`src/rtl/bytemask_pkg.sv`:
```
package bytemask_pkg;
   localparam int unsigned BYTE_W    = 8;
   localparam int unsigned MAX_LANES = 16;
   localparam int unsigned MAX_LAT   = 8;
endpackage

```
`src/rtl/bytemask_wr_gate.sv`:
```
module bytemask_wr_gate
   import bytemask_pkg::*;
#(
   parameter int unsigned DATA_W = 16,
   localparam int unsigned LANES = DATA_W / BYTE_W
) (
   input  logic              clk,
   input  logic              rst_n,
   input  logic              cke,
   input  logic              wr_en,
   input  logic [LANES-1:0]  mask_i,
   input  logic [DATA_W-1:0] wdata_i,
   output logic [LANES-1:0]  byte_we_o,
   output logic [DATA_W-1:0] wdata_o
);
   logic wr_live;
   assign wr_live = wr_en & cke;

   for (genvar g = 0; g < LANES; g++) begin : g_lane
      assign byte_we_o[g] = wr_live & ~mask_i[g];
      assign wdata_o[g*BYTE_W +: BYTE_W] =
         byte_we_o[g] ? wdata_i[g*BYTE_W +: BYTE_W] : '0;
   end

   AST_NO_MASKED_WRITE: assert property (@(posedge clk) disable iff (!rst_n)
      (byte_we_o & mask_i) == '0);
   AST_NO_WRITE_IDLE: assert property (@(posedge clk) disable iff (!rst_n)
      !(wr_en && cke) |-> byte_we_o == '0);
   AST_MASKED_ZERO: assert property (@(posedge clk) disable iff (!rst_n)
      byte_we_o == '0 |-> wdata_o == '0);
endmodule

```
`src/rtl/bytemask_rd_pipe.sv`:
```
module bytemask_rd_pipe
   import bytemask_pkg::*;
#(
   parameter int unsigned LANES    = 2,
   parameter int unsigned READ_LAT = 2
) (
   input  logic             clk,
   input  logic             rst_n,
   input  logic             cke,
   input  logic             rd_en,
   input  logic [LANES-1:0] mask_i,
   output logic [LANES-1:0] lane_oe_o
);
   localparam int unsigned STG_W = LANES + 1;
   localparam int unsigned LAST  = READ_LAT - 1;
   localparam logic [STG_W-1:0] IDLE = {1'b0, {LANES{1'b1}}};

   logic [STG_W-1:0] stg [READ_LAT];

   always_ff @(posedge clk) begin
      if (!rst_n) begin
         for (int i = 0; i < READ_LAT; i++) stg[i] <= IDLE;
      end else if (cke) begin
         stg[0] <= {rd_en, mask_i};
         for (int i = 1; i < READ_LAT; i++) stg[i] <= stg[i-1];
      end
   end

   assign lane_oe_o = stg[LAST][LANES] ? ~stg[LAST][LANES-1:0] : '0;

   AST_CKE_HOLD: assert property (@(posedge clk) disable iff (!rst_n)
      !cke |=> $stable(lane_oe_o));
   AST_OE_AFTER_RESET: assert property (@(posedge clk)
      !rst_n |=> lane_oe_o == '0);
endmodule

```
`src/rtl/bytemask_rd_drive.sv`:
```
module bytemask_rd_drive
   import bytemask_pkg::*;
#(
   parameter int unsigned DATA_W = 16,
   localparam int unsigned LANES = DATA_W / BYTE_W
) (
   input  logic [DATA_W-1:0] rdata_i,
   input  logic [LANES-1:0]  lane_oe_i,
   output logic [DATA_W-1:0] rdq_o
);
   for (genvar g = 0; g < LANES; g++) begin : g_lane
      assign rdq_o[g*BYTE_W +: BYTE_W] =
         lane_oe_i[g] ? rdata_i[g*BYTE_W +: BYTE_W] : '0;
   end
endmodule

```
`src/rtl/bytemask_lane_ctrl.sv`:
```
module bytemask_lane_ctrl
   import bytemask_pkg::*;
#(
   parameter int unsigned DATA_W   = 16,
   parameter int unsigned READ_LAT = 2,
   localparam int unsigned LANES   = DATA_W / BYTE_W
) (
   input  logic              clk,
   input  logic              rst_n,
   input  logic              cke,
   input  logic              wr_en,
   input  logic              rd_en,
   input  logic [LANES-1:0]  mask_i,
   input  logic [DATA_W-1:0] wdata_i,
   input  logic [DATA_W-1:0] rdata_i,
   output logic [LANES-1:0]  byte_we_o,
   output logic [DATA_W-1:0] wdata_o,
   output logic [LANES-1:0]  lane_oe_o,
   output logic [DATA_W-1:0] rdq_o
);
   if (DATA_W % BYTE_W != 0 || DATA_W == 0) begin : g_bad_width
      $error("DATA_W must be a nonzero multiple of the lane width");
   end
   if (LANES > MAX_LANES) begin : g_bad_lanes
      $error("too many byte lanes");
   end
   if (READ_LAT < 1 || READ_LAT > MAX_LAT) begin : g_bad_lat
      $error("READ_LAT out of range");
   end

   bytemask_wr_gate #(.DATA_W(DATA_W)) wr_gate_i (
      .clk(clk), .rst_n(rst_n), .cke(cke), .wr_en(wr_en),
      .mask_i(mask_i), .wdata_i(wdata_i),
      .byte_we_o(byte_we_o), .wdata_o(wdata_o)
   );

   bytemask_rd_pipe #(.LANES(LANES), .READ_LAT(READ_LAT)) rd_pipe_i (
      .clk(clk), .rst_n(rst_n), .cke(cke), .rd_en(rd_en),
      .mask_i(mask_i), .lane_oe_o(lane_oe_o)
   );

   bytemask_rd_drive #(.DATA_W(DATA_W)) rd_drive_i (
      .rdata_i(rdata_i), .lane_oe_i(lane_oe_o), .rdq_o(rdq_o)
   );

   AST_RDQ_GATED: assert property (@(posedge clk) disable iff (!rst_n)
      lane_oe_o == '0 |-> rdq_o == '0);
endmodule

```
`config.mk`:
```
export PLATFORM = sky130hd
export DESIGN_NAME = bytemask_lane_ctrl
export DESIGN_NICKNAME = d
export VERILOG_FILES = /design/src/rtl/bytemask_pkg.sv /design/src/rtl/bytemask_wr_gate.sv /design/src/rtl/bytemask_rd_pipe.sv /design/src/rtl/bytemask_rd_drive.sv /design/src/rtl/bytemask_lane_ctrl.sv
export SDC_FILE = /design/constraint.sdc
export NUM_CORES = 1
export LEC_CHECK = 0
export ABC_AREA = 1
export BUFFER_PORTS_ARGS = -buffer_cell sky130_fd_sc_hd__buf_2
export CAP_MARGIN = 30
export CORE_MARGIN = 2
export CORE_UTILIZATION = 32
export DETAILED_ROUTE_END_ITERATION = 7
export PLACE_DENSITY = 0.84
export SYNTH_ARGS = -nofsm -noshare
export SYNTH_HDL_FRONTEND = slang
export SYNTH_SLANG_ARGS = --single-unit
```
`constraint.sdc`:
```
create_clock -name clk -period 2.12 [get_ports clk]
set_clock_uncertainty 0.1 [all_clocks]
set_input_delay 0.318 -clock clk [delete_from_list [all_inputs] [get_ports clk]]
set_output_delay 0.318 -clock clk [all_outputs]
set_load 0.01 [all_outputs]
```
# [Yosys cells after proc, flatten, opt, wreduce, memory -nomap -nowiden]
# Memories as Yosys holds them, arrays and structs flattened.
# Index checks and enable logic that the tools add are counted.
[totals] wordCells=20 ram_bits=6 reg_bits=0 memories=1 inputBits=39
[classes] bitwise_logic=8 muxes=11
[mem_list] name="rd_pipe_i.stg" words=2 word_bits=3 read_ports=2 rd_ports_with_merged_regs=0 write_ports=2 line="bytemask_rd_pipe.sv:18" rtl="logic [STG_W-1:0] stg [READ_LAT];"
[op_table] cell="two-way mux 8 bit" n=4
[op_table] cell="two-way mux 3 bit" n=2
[op_table] cell="two-way mux 1 bit" n=4
[op_table] cell="bitwise AND 1 bit" n=3
[op_table] cell="two-way mux 2 bit" n=1
[op_table] cell="inverter 1 bit" n=2
[op_table] cell="inverter 2 bit" n=1
[op_table] cell="bitwise OR 1 bit" n=2

# [Longest topological paths before layout]
[logic_depth] depth_word=4 depth_mapped=3

# [By module]
# From an unflattened synthesis, not the netlist that was laid out.
[unflattened] cells_unflattened=96 area_unflattened_um2=538.0
[by_module_without_submodules] mod="bytemask_rd_pipe" cells_per_inst=24 area_each_um2=252.7 instances=1 seq_area_each_um2=180.2
[by_module_without_submodules] mod="bytemask_wr_gate" cells_per_inst=38 area_each_um2=155.1 instances=1 seq_area_each_um2=0.0
[by_module_without_submodules] mod="bytemask_rd_drive" cells_per_inst=34 area_each_um2=130.1 instances=1 seq_area_each_um2=0.0

# [Worst setup path after synthesis]
# Ideal clock, no wire load.
[synth_path] path_kind="flip-flop to output port" startpoint="mem rd_pipe_i.stg[0][3] (netlist bit)" endpoint="out rdq_o[0]" arrival_time_ns=0.719 n_path_buf=0 setup_slack_ns=0.983 stages_incl_launch_ff=4 required_time_ns=1.702 cell_sequence="edfxtp_1 > inv_1 > nand2_1 > nor2_1"
[synth_rtl] element="from (decl)" line="bytemask_rd_pipe.sv:18"
[synth_rtl] element="to (decl)" line="bytemask_lane_ctrl.sv:19" rtl="output logic [DATA_W-1:0] rdq_o"

==> impl_metrics.toml <==
[setup_path]
worst_setup_path_end_kind = "primary output"
required_ns = 1.70
critPathKind = "register to primary output"
cpLargestDelayFamily = "flip-flops"
worst_ep_arrival_time_ns = 1.07
slowest_delay_ns = 0.35
cp-start-kind = "register"
reg2reg_from = "rd_pipe_i.stg[0][1]"
cp-startpoint = "rd_pipe_i.stg[0][4]"
path_cells = "inv_1 > nand2_1 > nor2_1 > buf_2"
crit_fanout = 9
cp_slowest_cell = "edfxtp_1"
cp_num_buf_inv = 2

[synth]
syn_area_sq_um = 531
netlist_top_cells_count = "inv_1, nor2_1, edfxtp_1"
async_reset_ff_share_pct = 0
synth_ff_type = "edfxtp_1"
synth_cells = 94
syn_area_per_cell_sq_um = 5.64
ys_seq_area_share_pct = 34.0
synth_area_leaders = "edfxtp_1, inv_1, nor2_1"
ys_warn_count = 0
yosysTopAreaCell = "edfxtp_1"
synth_edf_count = 6
yosysMostFrequentCell = "inv_1"
synth_nets = 133
synth-seq-cells = 6
synth_top_area_share_pct = 34.0
ys_types = 7

[sta]
drv_slew = 0
timing.hold.ws_ns = 0.260
period_share_pct = 70.1
layout_min_cycle_time_ns = 1.49
rsz0062_at_grt = "false"
setup_viol = 0
tightest_slew_ns = 0.259
max_freq_mhz = 673
slew-limit-headroom_pct = 82.7
hold_viol = 0
tns_ns = 0

[final_layout]
syn2layout_area_growth_pct = 77.8
largest-register = "rd_pipe_i.stg"
final_layout_size_suffix_gt1_share_pct = 46.8
post-route-cell-area_sq_um = 943
reg.largest.list = "rd_pipe_i.stg: 6 flops"
num-nets-final = 212
nFillCells = 147
antenna-diode-count = 0
fin_cells = 187
largest_reg_flops = 6

[cts]
clock_path_buffers = 2
cts_sinks = 6
cts_made_buffers = 3
clk_latency_ns = 0.24
cts_resized = 0
clk_pin_slew_ns = 0.05
post_cts_buffers = 0
holdBufCountCts = 0
htree_levels = 1
cts-root-buf = "clkbuf_4"
cts_tree = "yes"

[detailed_routing]
routed_wl_um = 1470
num_vias = 757
first_pass_iters = 3
ant_nets = 0
viasPerCell = 4.05
wire_per_inst_um = 7.86
drt_iter0_drc = 4
drcViolationCount = 0

[min_path]
holdCritStartpoint = "mask_i[0]"
hold_path_class = "input pin to register"

[floorplanning]
fp.dieW_um = 44.7
die_y_um = 44.7
die_area_sq_um = 2000
ioPinCount = 75
row_count = 14
initial_core_util_pct = 34.8
coreArea_sq_um = 1520

[outcome]
status = "finished clean"

[place]
dpl.hpwl_um = 1300
dpl.cell_count = 184
io_buffers = 74
finalWeightedCongestion = 0.724
place_area_sq_um = 921

[pwr]
total_leakage_power_nw = 0.765
powerDensity_nw_per_um2 = 353
peakVddDrop_uv = 220

[run]
drv_cap = 0

[global_route]
grt_pass1_vias = 671
grt_usage_pct = 15.2
grt_overflow_total = 0
antenna_found_initial = 0
grt_max_degree = 10
grt_pass1_wl_um = 2240
cells in the final DEF (no fill, tap or decap):
cell type	n
or2_1	2
buf_2	74
edfxtp_1	6
inv_1	44
nand2_2	1
nand3_2	2
nand2_1	5
clkbuf_4	3
nor2_1	34
cell type report:
class | instances | area [sq um] | share of cell area [%]
repair buffers | 74 | 370 | 39.3
multi-input cells | 44 | 185 | 19.6
flip-flops and latches | 6 | 180 | 19.1
inverters | 44 | 165 | 17.5
clock buffers | 3 | 22.5 | 2.39
well taps | 16 | 20.0 | 2.12
power breakdown:
part	switching (mW)	internal (mW)
sequential	0.00202	0.140
clock	0.0397	0.0639
combinational	0.0443	0.0439
cell families after synthesis:
logic type             share of synthesized area (%)
AND/OR/NAND/NOR                                 34.9
buffers and inverters                           31.1
flip-flops                                      34.0
worst min-delay path: stages:
cell     delay, ns
buf_2         0.07
inv_1         0.05
nand2_1       0.06
layer usage:
| metal | vias up | global-route usage (%) | share of wire [%] |
|---|---|---|---|
| met5 | - | 0 | 0 |
| met4 | 0 | 7.27 | 0.27 |
| met3 | 2 | 6.40 | 19 |
| met2 | 62 | 29.3 | 46 |
| met1 | 293 | 13.3 | 35 |
| li1 | 400 | - | - |
stage by stage:
step	total power, mW	util [%]	worst slack [ns]
global route	0.360	61.9	0.476
finish	0.333	61.9	0.633
floorplan	0.180	-	0.983
detailed placement	0.233	60.4	0.777
CTS	0.339	61.9	0.608
global placement	0.230	60.4	0.821
path summary, 6_finish.rpt:
kind	end	slack, ns	cells past startpoint
hold reg to reg	rd_pipe_i.stg[0][3]	0.41	1
hold / removal	rd_pipe_i.stg[0][0]	0.26	3
setup reg to reg	rd_pipe_i.stg[0][4]	1.19	1
setup / recovery	rdq_o[12]	0.63	4
(Power assumes the default switching activity.)
